$ cat src/rtl/rxack_pkg.sv
package rxack_pkg;

   typedef enum logic [3:0] {
      ACK_NONE     = 4'd0,
      ACK_COMPLETE = 4'd1,
      ACK_PENDING  = 4'd2,
      ACK_BUSY_X   = 4'd4,
      ACK_BUSY_A   = 4'd5,
      ACK_BUSY_B   = 4'd6
   } ack_e;

   typedef enum logic [1:0] {
      RTY_NEW = 2'd0,
      RTY_X   = 2'd1,
      RTY_A   = 2'd2,
      RTY_B   = 2'd3
   } retry_e;

   typedef enum logic [1:0] {
      PICK_PHASE = 2'd0,
      PICK_FIX_A = 2'd1,
      PICK_FIX_B = 2'd2
   } pick_e;

   typedef struct packed {
      logic  force_all;
      pick_e pick;
   } mode_t;

   // reserved encodings fold onto the dual-phase normal mode
   function automatic mode_t decode_mode(input logic [2:0] raw);
      mode_t m;
      if (raw[1:0] == 2'b11) begin
         m.force_all = 1'b0;
         m.pick      = PICK_PHASE;
      end else begin
         m.force_all = raw[2];
         m.pick      = pick_e'(raw[1:0]);
      end
      return m;
   endfunction

endpackage

$ cat src/rtl/rxack_addr_class.sv
module rxack_addr_class #(
   parameter int              OFS_W      = 48,
   parameter int              PHYS_W     = 32,
   parameter logic [OFS_W-1:0] BD_BASE   = 48'hFFFF_F000_0200,
   parameter int              SLICE_LOG2 = 7,
   parameter int              SLICES     = 4
) (
   input  logic [OFS_W-1:0]  offset,
   input  logic [SLICES-1:0] block_mask,
   output logic              phys_low,
   output logic              win_blocked
);
   localparam int SEL_W   = (SLICES > 1) ? $clog2(SLICES) : 1;
   localparam int WIN_LSB = SLICE_LOG2 + SEL_W;
   localparam logic [OFS_W-1:0] WIN_SZ = OFS_W'(1) << WIN_LSB;

   if (PHYS_W < 1 || PHYS_W >= OFS_W) begin : g_bad_phys
      $error("rxack_addr_class: PHYS_W must lie in 1..OFS_W-1");
   end
   if (SLICES < 2 || (SLICES & (SLICES - 1)) != 0) begin : g_bad_slices
      $error("rxack_addr_class: SLICES must be a power of two, at least 2");
   end
   if (BD_BASE[WIN_LSB-1:0] != '0) begin : g_bad_base
      $error("rxack_addr_class: BD_BASE must be aligned to the window size");
   end

   logic [OFS_W-1:0]  diff;
   logic              in_win;
   logic [SLICES-1:0] slice_hit;

   assign phys_low = ~|offset[OFS_W-1:PHYS_W];
   assign diff     = offset - BD_BASE;
   assign in_win   = diff < WIN_SZ;

   for (genvar k = 0; k < SLICES; k++) begin : g_slice
      assign slice_hit[k] = in_win && (diff[WIN_LSB-1:SLICE_LOG2] == SEL_W'(k));
   end

   assign win_blocked = |(slice_hit & block_mask);

endmodule

$ cat src/rtl/rxack_phase.sv
module rxack_phase (
   input  logic clk,
   input  logic rst_n,
   input  logic advance,
   output logic phase_b
);
   always_ff @(posedge clk or negedge rst_n) begin
      if (!rst_n)       phase_b <= 1'b0;
      else if (advance) phase_b <= ~phase_b;
   end
endmodule

$ cat src/rtl/rxack_policy.sv
module rxack_policy
   import rxack_pkg::*;
(
   input  logic [2:0] mode_raw,
   input  logic [1:0] retry_raw,
   input  logic       is_read,
   input  logic       bcast,
   input  logic       rx_busy,
   input  logic       phys_on,
   input  logic       phys_ro,
   input  logic       phys_busy,
   input  logic       phys_low,
   input  logic       win_blocked,
   input  logic       phase_b,
   output logic       accept,
   output ack_e       code,
   output logic       advance
);
   mode_t  m;
   retry_e rty;
   logic   phys_need_busy, phys_reject, phase_miss, need_busy, phased_retry;
   ack_e   busy_code;

   assign m   = decode_mode(mode_raw);
   assign rty = retry_e'(retry_raw);

   assign phys_need_busy = phys_on && phys_low && phys_busy && (is_read || !phys_ro);
   assign phys_reject    = phys_on && phys_low && phys_ro && !is_read;
   assign phased_retry   = (rty == RTY_A) || (rty == RTY_B);
   assign phase_miss     = (m.pick == PICK_PHASE) &&
                           (((rty == RTY_A) && phase_b) || ((rty == RTY_B) && !phase_b));
   assign need_busy      = m.force_all || rx_busy || phys_need_busy ||
                           (!bcast && phase_miss);

   always_comb begin
      if (rty == RTY_X) busy_code = ACK_BUSY_X;
      else begin
         unique case (m.pick)
            PICK_FIX_A: busy_code = ACK_BUSY_A;
            PICK_FIX_B: busy_code = ACK_BUSY_B;
            default:    busy_code = phase_b ? ACK_BUSY_B : ACK_BUSY_A;
         endcase
      end
   end

   always_comb begin
      accept = 1'b0;
      code   = ACK_NONE;
      if (bcast) begin
         accept = !win_blocked && !need_busy && !phys_reject;
      end else if (phys_reject) begin
         accept = 1'b0;
      end else if (need_busy) begin
         code   = busy_code;
      end else begin
         accept = 1'b1;
         code   = is_read ? ACK_PENDING : ACK_COMPLETE;
      end
   end

   assign advance = accept && !bcast && (m.pick == PICK_PHASE) && phased_retry;

endmodule

$ cat src/rtl/rxack_unit.sv
module rxack_unit
   import rxack_pkg::*;
#(
   parameter int               OFS_W      = 48,
   parameter int               PHYS_W     = 32,
   parameter logic [OFS_W-1:0] BD_BASE    = 48'hFFFF_F000_0200,
   parameter int               SLICE_LOG2 = 7,
   parameter int               SLICES     = 4
) (
   input  logic              clk,
   input  logic              rst_n,
   input  logic              hdr_valid,
   input  logic [1:0]        hdr_retry,
   input  logic              hdr_is_read,
   input  logic [OFS_W-1:0]  hdr_offset,
   input  logic              hdr_bcast,
   input  logic              rx_busy,
   input  logic [2:0]        cfg_mode,
   input  logic              cfg_rx_en,
   input  logic              cfg_phys_on,
   input  logic              cfg_phys_ro,
   input  logic              cfg_phys_busy,
   input  logic [SLICES-1:0] cfg_bcast_mask,
   output logic              ack_valid,
   output logic              ack_accept,
   output logic [3:0]        ack_code
);
   logic phys_low, win_blocked, phase_b, pol_accept, pol_advance, phase_step;
   ack_e pol_code;

   rxack_addr_class #(
      .OFS_W(OFS_W), .PHYS_W(PHYS_W), .BD_BASE(BD_BASE),
      .SLICE_LOG2(SLICE_LOG2), .SLICES(SLICES)
   ) u_addr (
      .offset(hdr_offset), .block_mask(cfg_bcast_mask),
      .phys_low(phys_low), .win_blocked(win_blocked)
   );

   rxack_policy u_policy (
      .mode_raw(cfg_mode), .retry_raw(hdr_retry), .is_read(hdr_is_read),
      .bcast(hdr_bcast), .rx_busy(rx_busy), .phys_on(cfg_phys_on),
      .phys_ro(cfg_phys_ro), .phys_busy(cfg_phys_busy), .phys_low(phys_low),
      .win_blocked(win_blocked), .phase_b(phase_b),
      .accept(pol_accept), .code(pol_code), .advance(pol_advance)
   );

   assign phase_step = hdr_valid && cfg_rx_en && pol_advance;

   rxack_phase u_phase (
      .clk(clk), .rst_n(rst_n), .advance(phase_step), .phase_b(phase_b)
   );

   always_ff @(posedge clk or negedge rst_n) begin
      if (!rst_n) begin
         ack_valid  <= 1'b0;
         ack_accept <= 1'b0;
         ack_code   <= ACK_NONE;
      end else if (hdr_valid) begin
         ack_valid  <= cfg_rx_en;
         ack_accept <= cfg_rx_en && pol_accept;
         ack_code   <= cfg_rx_en ? pol_code : ACK_NONE;
      end
   end

   // outputs frozen between strobes
   p_hold_r2: assert property (@(posedge clk) disable iff (!rst_n)
      !hdr_valid |=> $stable({ack_valid, ack_accept, ack_code}));
   // an accept is always backed by a valid decision
   p_accept_valid_r2: assert property (@(posedge clk) disable iff (!rst_n)
      ack_accept |-> ack_valid);
   // disabled receiver yields no acknowledge
   p_disabled_r3: assert property (@(posedge clk) disable iff (!rst_n)
      (hdr_valid && !cfg_rx_en) |=> (!ack_valid && ack_code == 4'd0));
   // an accepted unicast carries complete or pending
   p_accept_code_r4: assert property (@(posedge clk) disable iff (!rst_n)
      (hdr_valid && cfg_rx_en && !hdr_bcast) |=>
         (!ack_accept || ack_code == 4'd1 || ack_code == 4'd2));
   // busy retry_X packets answer busy_X
   p_retry_x_r5: assert property (@(posedge clk) disable iff (!rst_n)
      (hdr_valid && cfg_rx_en && !hdr_bcast && hdr_retry == 2'b01 &&
       rx_busy && !cfg_phys_on) |=> (ack_code == 4'd4));
   // forced busy modes never accept
   p_force_r7: assert property (@(posedge clk) disable iff (!rst_n)
      (hdr_valid && cfg_mode[2] && cfg_mode[1:0] != 2'b11) |=> !ack_accept);
   // broadcasts are never acknowledged
   p_bcast_silent_r12: assert property (@(posedge clk) disable iff (!rst_n)
      (hdr_valid && hdr_bcast) |=> (ack_code == 4'd0));

endmodule

$ cat config.mk
export PLATFORM = sky130hd
export DESIGN_NAME = rxack_unit
export DESIGN_NICKNAME = d
export VERILOG_FILES = /design/src/rtl/rxack_pkg.sv /design/src/rtl/rxack_addr_class.sv /design/src/rtl/rxack_phase.sv /design/src/rtl/rxack_policy.sv /design/src/rtl/rxack_unit.sv
export SDC_FILE = /design/constraint.sdc
export NUM_CORES = 1
export LEC_CHECK = 0
export BUFFER_PORTS_ARGS = -buffer_cell sky130_fd_sc_hd__buf_2
export CORE_UTILIZATION = 38
export DETAILED_ROUTE_END_ITERATION = 6
export HOLD_SLACK_MARGIN = 0.03
export PLACE_DENSITY = 0.79
export SYNTH_ARGS = -nofsm -noshare
export SYNTH_HDL_FRONTEND = slang
export SYNTH_SLANG_ARGS = --single-unit
export TNS_END_PERCENT = 20
$ cat constraint.sdc
create_clock -name clk -period 1.69 [get_ports clk]
set_input_delay 0.169 -clock clk [delete_from_list [all_inputs] [get_ports clk]]
set_output_delay 0.169 -clock clk [all_outputs]
set_load 0.1 [all_outputs]
==> run metrics <==
status=complete, but fails checks; failing checks=negative setup slack; Yosys reg bits=6; die height=56.5 µm; number of diodes=0; Post-Syn Nets=228; placed cell area=1890 µm²; WS Path Type=register to register; clk sink count=6; via count=1779; fmax=513 MHz; clock power share=19.4%; Initial Util=40.6%; DIE AREA=3190 µm²; router iterations before antenna repair=4; Worst Path Arrival=2080 ps; layout cells sized above 1=50.2%; global-route wire length before repair=7030 µm; # rows=19; Post-synth EDFFs=0; crit start category=register; crit end category=register; Die W=56.5 µm; DR iter-0 viols=84; fin. max-slew vios=0; most common cell after layout, fill and taps aside=buf_2; Hold Crit Class=input port to register; largest net degree at the start of global routing=8; post-synthesis sequential area ratio=13.3%; Net Sw Power=0.334 mW; sequential cell area=154 µm²; fin crit period=1950 ps; yosys warns=0; Worst IR Drop VDD=0.502 mV; area of the multi-input gates=970 µm²; Synth async-reset ratio=100%; gr ovfl total=0; sequential power share=23.0%; H-tree Lvls=1; Avg WL per Cell=13.9 µm; vias per cell=5.70; deepest clock path buffer count=2; P_int=0.458 mW; Setup TNS=-356 ps; Syn Inst Count=157; DPL Wire Length=3440 µm; final hold viol count=0; cts bufs inserted=3; cell area after synthesis=1130 µm²; synthesis-to-finish area growth=76.5%; clock root buffer=clkbuf_4; DR DRC count=0; Top FF cell, synth=dfrtp_1; clk_lat worst skew=270 ps; # port buffers=64; ANT nets after route=0; Worst Skew=17.7 ps; WP data required=1820 ps; final instance area=1990 µm²; CTS tree=built; number of top-level pins=73; leakage power=0.960 nW; fin crit share=115%; final worst setup slack=-260 ps; # setup viols final=2; RSZ-0062 raised after global routing=true; MaxCap Viol Count=0; pwr/cell area=398 nW/µm²; global-route usage over all layers=27.8%; fillers=226; Post-Syn Area per Cell=7.19 µm²; initial antenna violation count=0; Reg clk slew, reported paths=60 ps; Combinational Power Share=57.6%; final WL=4340 µm; maximum fanout along the worst path=2; Distinct cells, synth=51; vias in the first global route=1639; Layout Nets=353; Sw Share=42.2%; most frequent cells in the layout=64 x buf_2, 57 x buf_4, 17 x nand2_1; core area=2780 µm²; Placer Congestion=0.925
-- state kept, by name, indices dropped and copies added (netlist names) --
name / count
u_phase.phase_b: 1
ack_valid: 1
ack_code: 3
ack_accept: 1
-- synth_stat cells (2+ instances only) --
library cell  instances  area (µm²)
a2111oi_0             2        17.5
a21oi_1               3        15.0
dfrtp_1               6         150
ha_1                  4        50.1
inv_1                12        45.0
mux2i_1               5        50.1
nand2_1              17        63.8
nand2b_1              2        12.5
nand3_1               8        40.0
nand4_1               4        25.0
nand4b_1              2        17.5
nor2_1               14        52.6
nor3_1               12        60.1
nor4_1                7        43.8
o2111ai_1             3        26.3
o21a_1                4        30.0
o21ai_0               7        35.0
o21ai_1               2        10.0
o31ai_1               3        22.5
o32ai_1               2        17.5
or3_1                 3        18.8
xnor2_1               3        26.3
xor2_1                4        35.0
-- metrics by stage --
stage               total power [mW]  instances  utilization, %  hold WS, ps  setup slack (ps)
floorplan                      0.387        157               -         -127              -336
CTS                            0.779        311            70.8          170              -274
global placement               0.603        305            67.8        -3.33              -514
detailed placement             0.610        305            67.8        -1.13              -575
global route                   0.840        312            71.6          181              -350
finish                         0.792        312            71.6          175              -260
-- power by group through the flow --
| stage | Sequential [mW] | Combinational [mW] | Clock, mW |
|---|---|---|---|
| 2_1_floorplan | 0.244 | 0.143 | 0 |
| 3_3_place_gp | 0.182 | 0.421 | 0 |
| 3_5_place_dp | 0.182 | 0.428 | 0 |
| 4_1_cts | 0.180 | 0.443 | 0.156 |
| 5_1_grt | 0.184 | 0.489 | 0.167 |
| 6_report | 0.182 | 0.456 | 0.154 |
-- layer usage --
layer / GRT usage (%) / wire length, µm / share of wire, %
met5: 0 / 0 / 0
met4: 10.8 / 72 / 1.7
met3: 4.61 / 331 / 7.6
met2: 47.6 / 2110 / 49
met1: 34.6 / 1820 / 42
-- timing repair --
action,in CTS,in global routing
hold endpoints to repair,6,0
hold buffers,1,0
pin swaps,7,6
setup endpoints to repair,3,5
resized for setup,9,3
setup buffers,1,1
cloned,0,0
-- path summary, 6_finish.rpt --
path,startpoint,cells past startpoint,to,slack (ps)
setup / recovery,ack_accept,7,ack_accept,-260
hold / removal,cfg_rx_en,2,ack_valid,170
setup reg to reg,ack_accept,7,ack_accept,-260
hold reg to reg,ack_valid,1,ack_valid,520
max in group asynchronous,rst_n,2,ack_code[1],1260
min in group asynchronous,rst_n,2,ack_code[2],260
-- worst max-delay path, stage by stage (launching register included) --
cell and delay [ps]:
dfrtp_4 480, nor2b_4 140, nor4_2 210, o2111ai_1 140, a2111oi_1 290, nand4_1 150
nor4_2 280, a41oi_1 130
-- layout make-up --
| cell class | instances | share of cell area, % |
|---|---|---|
| Sequential cell | 6 | 7.73 |
| Clock buffer | 4 | 1.32 |
| Inverter | 12 | 2.26 |
| Multi-Input combinational cell | 137 | 48.7 |
| Timing Repair Buffer | 122 | 38.1 |
| Tap cell | 31 | 1.95 |
-- cell families after synthesis --
group,synth area share (%)
AND/OR/NAND/NOR,36.6
AO/OA/AOI/OAI,25.8
buffers and inverters,5.65
multiplexers,8.43
XOR/XNOR,5.43
flip-flops,13.3
adder cells (fa/ha/maj),4.43
other,0.332
Power figures use the tool's default switching activity.
